<file path="config.mk">
export PLATFORM = sky130hd
export DESIGN_NAME = pci_irq_router
export DESIGN_NICKNAME = d
export VERILOG_FILES = /design/src/rtl/irq_route_pkg.sv /design/src/rtl/irq_cfg_regs.sv /design/src/rtl/irq_entry_table.sv /design/src/rtl/irq_pin_select.sv /design/src/rtl/irq_level_gate.sv /design/src/rtl/pci_irq_router.sv
export SDC_FILE = /design/constraint.sdc
export NUM_CORES = 1
export LEC_CHECK = 0
export ABC_AREA = 0
export ABC_CLOCK_PERIOD_IN_PS = 2200
export BUFFER_PORTS_ARGS = -buffer_cell sky130_fd_sc_hd__buf_4
export CORE_MARGIN = 8
export CORE_UTILIZATION = 50
export CTS_BUF_LIST = sky130_fd_sc_hd__clkbuf_16
export CTS_CLUSTER_SIZE = 24
export DETAILED_ROUTE_END_ITERATION = 7
export GPL_ROUTABILITY_DRIVEN = 1
export PLACE_DENSITY = 0.87
export SETUP_SLACK_MARGIN = 0.02
export SLEW_MARGIN = 30
export SYNTH_ARGS = -nofsm -noshare
export SYNTH_HDL_FRONTEND = slang
export SYNTH_SLANG_ARGS = --single-unit
</file>
<file path="constraint.sdc">
create_clock -name clk_i -period 2.2 [get_ports clk_i]
set_clock_uncertainty 0.1 [all_clocks]
set_input_delay 0.22 -clock clk_i [delete_from_list [all_inputs] [get_ports clk_i]]
set_output_delay 0.22 -clock clk_i [all_outputs]
set_load 0.05 [all_outputs]
</file>
<file path="src/rtl/irq_route_pkg.sv">
package irq_route_pkg;

  typedef enum logic [1:0] {
    MODE_SHARED_A = 2'd0,
    MODE_SHARED_B = 2'd1,
    MODE_SPREAD_A = 2'd2,
    MODE_SPREAD_B = 2'd3
  } irq_mode_e;

  function automatic logic mode_is_spread(input logic [1:0] mode);
    return (irq_mode_e'(mode) == MODE_SPREAD_A) || (irq_mode_e'(mode) == MODE_SPREAD_B);
  endfunction

endpackage

</file>
<file path="src/rtl/irq_cfg_regs.sv">
module irq_cfg_regs #(
  parameter int NUM_PINS = 4,
  parameter int IRQ_W    = 8,
  parameter int ADDR_W   = 3
) (
  input  logic                               clk_i,
  input  logic                               rst_i,
  input  logic                               we_i,
  input  logic [ADDR_W-1:0]                  addr_i,
  input  logic [IRQ_W-1:0]                   wdata_i,
  output logic [NUM_PINS-1:0][IRQ_W-1:0]     ovr_o,
  output logic [NUM_PINS-1:0]                mask_o
);
  localparam logic [ADDR_W-1:0] CTRL_ADDR = ADDR_W'(NUM_PINS);
  localparam logic [IRQ_W-1:0]  USE_DFLT  = '1;

  for (genvar k = 0; k < NUM_PINS; k++) begin : g_ovr
    always_ff @(posedge clk_i) begin
      if (rst_i)
        ovr_o[k] <= USE_DFLT;
      else if (we_i && addr_i == ADDR_W'(k))
        ovr_o[k] <= wdata_i;
    end
  end

  always_ff @(posedge clk_i) begin
    if (rst_i)
      mask_o <= '0;
    else if (we_i && addr_i == CTRL_ADDR)
      mask_o <= wdata_i[NUM_PINS-1:0];
  end


  mask_load_chk: assert property (@(posedge clk_i) disable iff (rst_i)
    (we_i && addr_i == CTRL_ADDR) |=> (mask_o == $past(wdata_i[NUM_PINS-1:0])));


  mask_hold_chk: assert property (@(posedge clk_i) disable iff (rst_i)
    (!we_i || addr_i != CTRL_ADDR) |=> $stable(mask_o));


  reset_val_chk: assert property (@(posedge clk_i)
    $past(rst_i) |-> ((&ovr_o) && mask_o == '0));

endmodule

</file>
<file path="src/rtl/irq_entry_table.sv">
module irq_entry_table
  import irq_route_pkg::*;
#(
  parameter int NUM_PINS = 4,
  parameter int IRQ_W    = 8
) (
  input  logic [1:0]                         mode_i,
  input  logic [IRQ_W-1:0]                   base_i,
  input  logic [NUM_PINS-1:0][IRQ_W-1:0]     ovr_i,
  output logic [NUM_PINS-1:0][IRQ_W-1:0]     entry_o,
  output logic [NUM_PINS-1:0]                live_o
);
  localparam logic [IRQ_W-1:0] USE_DFLT = '1;

  logic spread;
  assign spread = mode_is_spread(mode_i);

  for (genvar k = 0; k < NUM_PINS; k++) begin : g_entry
    logic [IRQ_W-1:0] dflt;
    always_comb begin
      dflt = spread ? (base_i + IRQ_W'(k)) : base_i;
      entry_o[k] = (ovr_i[k] == USE_DFLT) ? dflt : ovr_i[k];
      live_o[k]  = (entry_o[k] != '0);
    end
  end

endmodule

</file>
<file path="src/rtl/irq_pin_select.sv">
module irq_pin_select #(
  parameter int NUM_PINS = 4,
  parameter int IRQ_W    = 8,
  parameter int SLOT_W   = 5,
  parameter int PIN_W    = 8
) (
  input  logic                               clk_i,
  input  logic                               rst_i,
  input  logic [SLOT_W-1:0]                  slot_i,
  input  logic [PIN_W-1:0]                   pin_i,
  input  logic [NUM_PINS-1:0][IRQ_W-1:0]     entry_i,
  output logic [IRQ_W-1:0]                   sys_irq_o
);
  localparam int IDX_W = (NUM_PINS > 1) ? $clog2(NUM_PINS) : 1;

  logic             pin_ok;
  logic [IDX_W-1:0] idx;
  logic [IRQ_W-1:0] pick;

  always_comb begin
    pin_ok = (pin_i != '0) && (32'(pin_i) <= NUM_PINS);
    idx    = IDX_W'((32'(pin_i) + 32'(slot_i) - 1) % NUM_PINS);
    pick   = pin_ok ? entry_i[idx] : '0;
  end

  always_ff @(posedge clk_i) begin
    if (rst_i) sys_irq_o <= '0;
    else       sys_irq_o <= pick;
  end


  bad_pin_zero_chk: assert property (@(posedge clk_i) disable iff (rst_i)
    (!pin_ok) |=> (sys_irq_o == '0));

endmodule

</file>
<file path="src/rtl/irq_level_gate.sv">
module irq_level_gate #(
  parameter int NUM_PINS = 4
) (
  input  logic                clk_i,
  input  logic                rst_i,
  input  logic [NUM_PINS-1:0] intx_n_i,
  input  logic [NUM_PINS-1:0] mask_i,
  input  logic [NUM_PINS-1:0] live_i,
  output logic [NUM_PINS-1:0] irq_req_o
);
  logic [NUM_PINS-1:0] en;
  assign en = mask_i & live_i;

  always_ff @(posedge clk_i) begin
    if (rst_i) irq_req_o <= '0;
    else       irq_req_o <= ~intx_n_i & en;
  end


  req_in_mask_chk: assert property (@(posedge clk_i) disable iff (rst_i)
    1'b1 |=> ((irq_req_o & ~$past(mask_i)) == '0));


  dead_entry_chk: assert property (@(posedge clk_i) disable iff (rst_i)
    (live_i == '0) |=> (irq_req_o == '0));

endmodule

</file>
<file path="src/rtl/pci_irq_router.sv">
module pci_irq_router #(
  parameter int NUM_PINS = 4,
  parameter int IRQ_W    = 8,
  parameter int SLOT_W   = 5,
  parameter int PIN_W    = 8,
  parameter int ADDR_W   = 3
) (
  input  logic                clk_i,
  input  logic                rst_i,
  input  logic [SLOT_W-1:0]   slot_i,
  input  logic [PIN_W-1:0]    pin_i,
  input  logic [1:0]          irq_mode_i,
  input  logic [IRQ_W-1:0]    base_irq_i,
  input  logic [NUM_PINS-1:0] intx_n_i,
  input  logic                reg_we_i,
  input  logic [ADDR_W-1:0]   reg_addr_i,
  input  logic [IRQ_W-1:0]    reg_wdata_i,
  output logic [IRQ_W-1:0]    sys_irq_o,
  output logic [NUM_PINS-1:0] irq_req_o
);
  logic [NUM_PINS-1:0][IRQ_W-1:0] ovr;
  logic [NUM_PINS-1:0][IRQ_W-1:0] entry;
  logic [NUM_PINS-1:0]            mask;
  logic [NUM_PINS-1:0]            live;

  irq_cfg_regs #(.NUM_PINS(NUM_PINS), .IRQ_W(IRQ_W), .ADDR_W(ADDR_W)) u_regs (
    .clk_i(clk_i), .rst_i(rst_i), .we_i(reg_we_i), .addr_i(reg_addr_i),
    .wdata_i(reg_wdata_i), .ovr_o(ovr), .mask_o(mask)
  );

  irq_entry_table #(.NUM_PINS(NUM_PINS), .IRQ_W(IRQ_W)) u_table (
    .mode_i(irq_mode_i), .base_i(base_irq_i), .ovr_i(ovr),
    .entry_o(entry), .live_o(live)
  );

  irq_pin_select #(.NUM_PINS(NUM_PINS), .IRQ_W(IRQ_W), .SLOT_W(SLOT_W), .PIN_W(PIN_W)) u_sel (
    .clk_i(clk_i), .rst_i(rst_i), .slot_i(slot_i), .pin_i(pin_i),
    .entry_i(entry), .sys_irq_o(sys_irq_o)
  );

  irq_level_gate #(.NUM_PINS(NUM_PINS)) u_gate (
    .clk_i(clk_i), .rst_i(rst_i), .intx_n_i(intx_n_i), .mask_i(mask),
    .live_i(live), .irq_req_o(irq_req_o)
  );


  shared_base_chk: assert property (@(posedge clk_i) disable iff (rst_i)
    (pin_i != '0 && 32'(pin_i) <= NUM_PINS && !irq_mode_i[1] && (&ovr))
      |=> (sys_irq_o == $past(base_irq_i)));

endmodule

</file>
Word-level counts from Yosys, hierarchy flattened:

Index checks and enable logic that the tools add are counted.

* add/subtract/negate cells: 5
* $mul: 0
* div/mod/pow operators: 0
* order comparisons: 2
* eq/ne operators: 10
* shifts and indexed selects: 0
* muxes and demuxes: 9
* bitwise operators: 4
* reduce and logical (&&, ||, !) cells: 14

Operators by type and width (number)
* 2-to-1 mux 8 bit: 8
* nonzero test 8 bit: 5
* == test 8 bit (second input constant): 4
* adder 8 x 2 -> 8 bit (second input constant): 2
* binary-select mux 8 bit (select 2 bit): 1
* adder 8 x 1 -> 8 bit (second input constant): 1
* AND 4 bit: 2
* less-or-equal comparator 8 x 3 -> 1 bit (second input constant): 1
* == test 3 x 2 -> 1 bit (second input constant): 2
* logical AND 1 bit: 6
* == test 2 bit (second input constant): 2
* NOT 4 bit: 1
* == test 3 x 1 -> 1 bit (second input constant): 1
* == test 3 bit (second input constant): 1
* logical NOT 3 bit: 1
* < comparator 2 x 3 -> 1 bit (second input constant): 1
* adder 2 bit: 1
* OR reduction 2 bit: 1
* subtractor 2 x 1 -> 2 bit (second input constant): 1
* logical OR 1 bit: 1
* NOT 1 bit: 1

* register bits after elaboration: 48
* bits in latches: 0
* memory bits (writable): 0
* ROM bits: 0
* input port bits: 41
* output and inout port bits: 12
* word-level logic and storage cells: 51
* memories kept: 0

Logic depth before layout (Yosys ltp):

* depth after elaboration: 7
* mapped depth: 8
* depth with buffers taken out: 7

Cells and area by module:

From an unflattened synthesis, not the netlist that was laid out.

* cell total of the unflattened synthesis: 321
* area total of the unflattened synthesis: 3081.7 um2

By module, submodules not included
* irq_cfg_regs: times used 1, cells an instance 135, area each 1383.8 um2, sequential area each 720.7 um2
* irq_entry_table: times used 1, cells an instance 144, area each 1071.0 um2, sequential area each 0.0 um2
* irq_pin_select: times used 1, cells an instance 34, area each 496.7 um2, sequential area each 160.2 um2
* irq_level_gate: times used 1, cells an instance 8, area each 130.1 um2, sequential area each 80.1 um2

Worst setup path before layout:

No wires, ideal clock.

* kind: input to register
* from: in base_irq_i[0]
* to: reg u_gate.irq_req_o[3]
* setup time: 0.116 ns
* data arrival time: 1.886 ns
* required time: 1.984 ns
* path slack: 0.097 ns
* stages: 7
* buffers on the path: 1
* cells stage by stage: buf_2 > inv_1 > ha_1 > o31a_1 > or3_1 > a2111o_1 > o211a_1

* cells in the longest elaborated chain, start to end: 6

Ends and longest elaborated chain
* from (decl): line pci_irq_router.sv:13 `input logic [IRQ_W-1:0] base_irq_i,`
* adder 8 x 2 -> 8 bit: line irq_entry_table.sv:21 `dflt = spread ? (base_i + IRQ_W'(k)) : base_i;`
* 2-to-1 mux 8 bit *: line irq_entry_table.sv:21
* 2-to-1 mux 8 bit *: line irq_entry_table.sv:22 `entry_o[k] = (ovr_i[k] == USE_DFLT) ? dflt : ovr_i[k];`
* nonzero test 8 bit *: line irq_entry_table.sv:23 `live_o[k] = (entry_o[k] != '0);`
* AND 4 bit *: line irq_level_gate.sv:12 `assign en = mask_i & live_i;`
* AND 4 bit *: line irq_level_gate.sv:16 `else irq_req_o <= ~intx_n_i & en;`
* to (signal assigned): line irq_level_gate.sv:16
* to (decl): line irq_level_gate.sv:9 `output logic [NUM_PINS-1:0] irq_req_o`

Every way passes the cells marked *; elsewhere a longest branch is shown, timed or not.
A chain may end at the register's enable or synchronous reset.

Worst setup path in the final report:

* from: reg u_regs.ovr_o[29] (netlist bit)
* to: reg u_gate.irq_req_o[3]

* cells in the longest elaborated chain, start to end: 5

Ends and longest elaborated chain
* from (decl): line irq_cfg_regs.sv:11 `output logic [NUM_PINS-1:0][IRQ_W-1:0] ovr_o,`
* from (signal, indexed assignment): line irq_cfg_regs.sv:22 `ovr_o[k] <= wdata_i;`
* == test 8 bit: line irq_entry_table.sv:22
* 2-to-1 mux 8 bit *: line irq_entry_table.sv:22
* nonzero test 8 bit *: line irq_entry_table.sv:23
* AND 4 bit *: line irq_level_gate.sv:12
* AND 4 bit *: line irq_level_gate.sv:16

Marked as above.

==> results_dict.tcl <==
set metrics [dict create \
    rsz0062_at_grt "no" \
    ios 53 \
    worstSetupPathType "reg2reg" \
    viasPerCell 6.02 \
    fin_crit_sh_pct 94.0 \
    p_clk_share_pct 33.7 \
    syn_avg_cell_area_um2 8.16 \
    crit_fanout 9 \
    grt_max_degree 42 \
    max_freq_mhz 484 \
    synth_top_area_share_pct 34.1 \
    cp.arrival_ns 2.15 \
    start_util_pct 51.5 \
    r2r-start "u_regs.ovr_o[29]" \
    powerDensity_nw_per_um2 620 \
    grt_pass1_wl_um 14400 \
    synth_top_area_cell "dfxtp_1" \
    cts-root-buf "clkbuf_16" \
    antenna_left 0 \
    cp-startpoint "u_regs.ovr_o[29]" \
    synth_area_leaders "dfxtp_1, nand2_1, nand3b_1" \
    post-dp-hpwl_um 7240 \
    power_mw 2.21 \
    synth_edf_count 0 \
    hold_class "in2reg" \
    hold_viol 0 \
    leakage_nw 1.60 \
    gp_congestion 0.963 \
    fillerInstances 502 \
    async_flop_share_pct 0 \
    die_h_um 91.1 \
    cp_cell_sequence "nand4_1 -> or2_4 -> or3_1 -> a2111o_1 -> o211a_1" \
    stdcell_area_um2 3560 \
    drive_gt1_share_pct 23.2 \
    rows 27 \
    drt_pass1_iterations 5 \
    finalCriticalPeriod_ns 2.07 \
    coreArea_um2 5470 \
    place_ws_ns -0.0534 \
    grt_pass1_vias 2840 \
    cts.clk_slew.worst_paths_ns 0.07 \
    p_sw_mw 0.646 \
    p_int_mw 1.56 \
    vias 2898 \
    antenna_found_initial 0 \
    remaining_drc_errors 0 \
    diodes 0 \
    fin_ws_ns 0.133 \
    maxCapViolCount 0 \
    synthFlopType "dfxtp_1" \
    yosys_register_bits 48 \
    io_buffers 48 \
    htreeDepth 2 \
    power_frac_comb_pct 25.0 \
    cts_sinks 48 \
    worst_pin_slew_ns 0.582 \
    syn-cell-area_um2 2820 \
    die_x_um 91.1 \
    status "finished clean" \
    wirelength_um 9000 \
    die-area_um2 8290 \
    ctsHoldBuffers 0 \
    max_stage_delay_ns 0.42 \
    grt.total_usage_pct 21.2 \
    hold_path_startpoint "reg_wdata_i[6]" \
    drt_first_iter_violations 225 \
    seq_power_share_pct 41.3 \
    cp.required_ns 2.28 \
    clkLatencyLatePin_ns 0.29 \
    drv_slew 0 \
    end_kind "register" \
    gr-total-overflow 0 \
    area_growth_pct 26.3 \
    yosys-top-cells-count "nand2_1, dfxtp_1, nor2_1" \
    vdd_drop_max_uv 448 \
    netlist_instances 345 \
    sw_frac_of_total_pct 29.2 \
    synth_most_common_cell "nand2_1" \
    cts.path.max_buffers 2 \
    cts_tree "yes" \
    nets 454 \
    cts-buffers-inserted 5 \
    timing.slew.headroom_pct 61.2 \
    setup_violations 0 \
    cp_slowest_cell "a2111o_1" \
    ys_warn_count 0 \
    synthesis.nets 391 \
    post_drt_wl_per_cell_um 18.7 \
    ys_types 49 \
    cp-start-kind "register" \
    synth.yosys.seq_area_share_pct 34.1 \
    placed_area_um2 3390 \
]
[cells in the final DEF (no fill, tap or decap), drive strengths merged, types with 7 or more instances in the layout]
cell    count
a211o      13
nand3b     21
nor2       27
nand4      12
buf        77
dfxtp      48
inv        16
nand2      52
a21oi       8
nand3       7
nor2b       7
o21ai      11
[through the flow]
stage                     instances  setup TNS (ns)  util (%)  hold WS [ns]
final                           481               0      65.0        0.0848
after global placement          473         -0.0127      62.0         0.371
after global routing            481               0      65.0        0.0803
after floorplan                 345               0         -         0.238
after CTS                       481               0      64.7        0.0823
after detailed placement        473         -0.0737      62.0         0.379
[area by class of cell]
type | count | area, µm² | area share, %
multi-input cells | 261 | 1730 | 48.5
flip-flops and latches | 48 | 962 | 27.0
repair buffers | 77 | 578 | 16.2
clock buffers | 5 | 125 | 3.52
well taps | 72 | 90.1 | 2.53
inverters | 15 | 56.3 | 1.58
clock inverters | 3 | 20.0 | 0.563
[per-layer routing]
metal	track usage, %	part of all wire, %	vias to the layer above	wire length (µm)
met1	26.5	42	1331	3800
met2	34.3	46	148	4160
met5	0	0	-	0
met4	8.59	3.0	0	270
met3	5.02	8.5	29	764
li1	-	-	1390	-
[critical path: cells and delay by family, from the launching register on]
family,cells,cell delay [ns]
DFF,1,0.40
and+or+nand+nor,3,0.82
AOI/OAI and AO/OA,2,0.64
[flip-flops by register name, indices dropped and copies added, names as in the netlist]
register          count
u_gate.irq_req_o      4
u_sel.sys_irq_o       8
u_regs.mask_o         4
u_regs.ovr_o         32
[kinds of logic after synthesis]
logic type / Yosys count / synth area share, %
AO/OA/AOI/OAI: 78 / 21.0
XOR/XNOR: 12 / 4.22
adder cells (fa/ha/maj): 5 / 2.22
buffers and inverters: 36 / 5.20
flip-flops: 48 / 34.1
multiplexers: 8 / 4.18
AND/OR/NAND/NOR: 158 / 29.1
[final timing paths]
path | slack (ns) | to | cells after the start
worst max register to register | 0.13 | u_gate.irq_req_o[3] | 5
worst min register to register | 0.39 | u_regs.ovr_o[24] | 2
worst min-delay path | 0.08 | u_regs.ovr_o[14] | 2
worst max-delay path | 0.13 | u_gate.irq_req_o[3] | 5
[power groups by stage]
stage	combinational, mW	clock [mW]	sequential, mW
final	0.552	0.744	0.911
after global routing	0.595	0.800	0.913
after CTS	0.534	0.755	0.910
after detailed placement	0.532	0	0.930
after global placement	0.532	0	0.929
after floorplan	0.324	0	0.930
[what timing repair did]
action / in CTS / in global routing
buffers inserted: 0 / 0
setup endpoints to repair: 0 / 3
gates resized for setup: 0 / 6
Note: power is estimated with default switching activity, not from simulation.
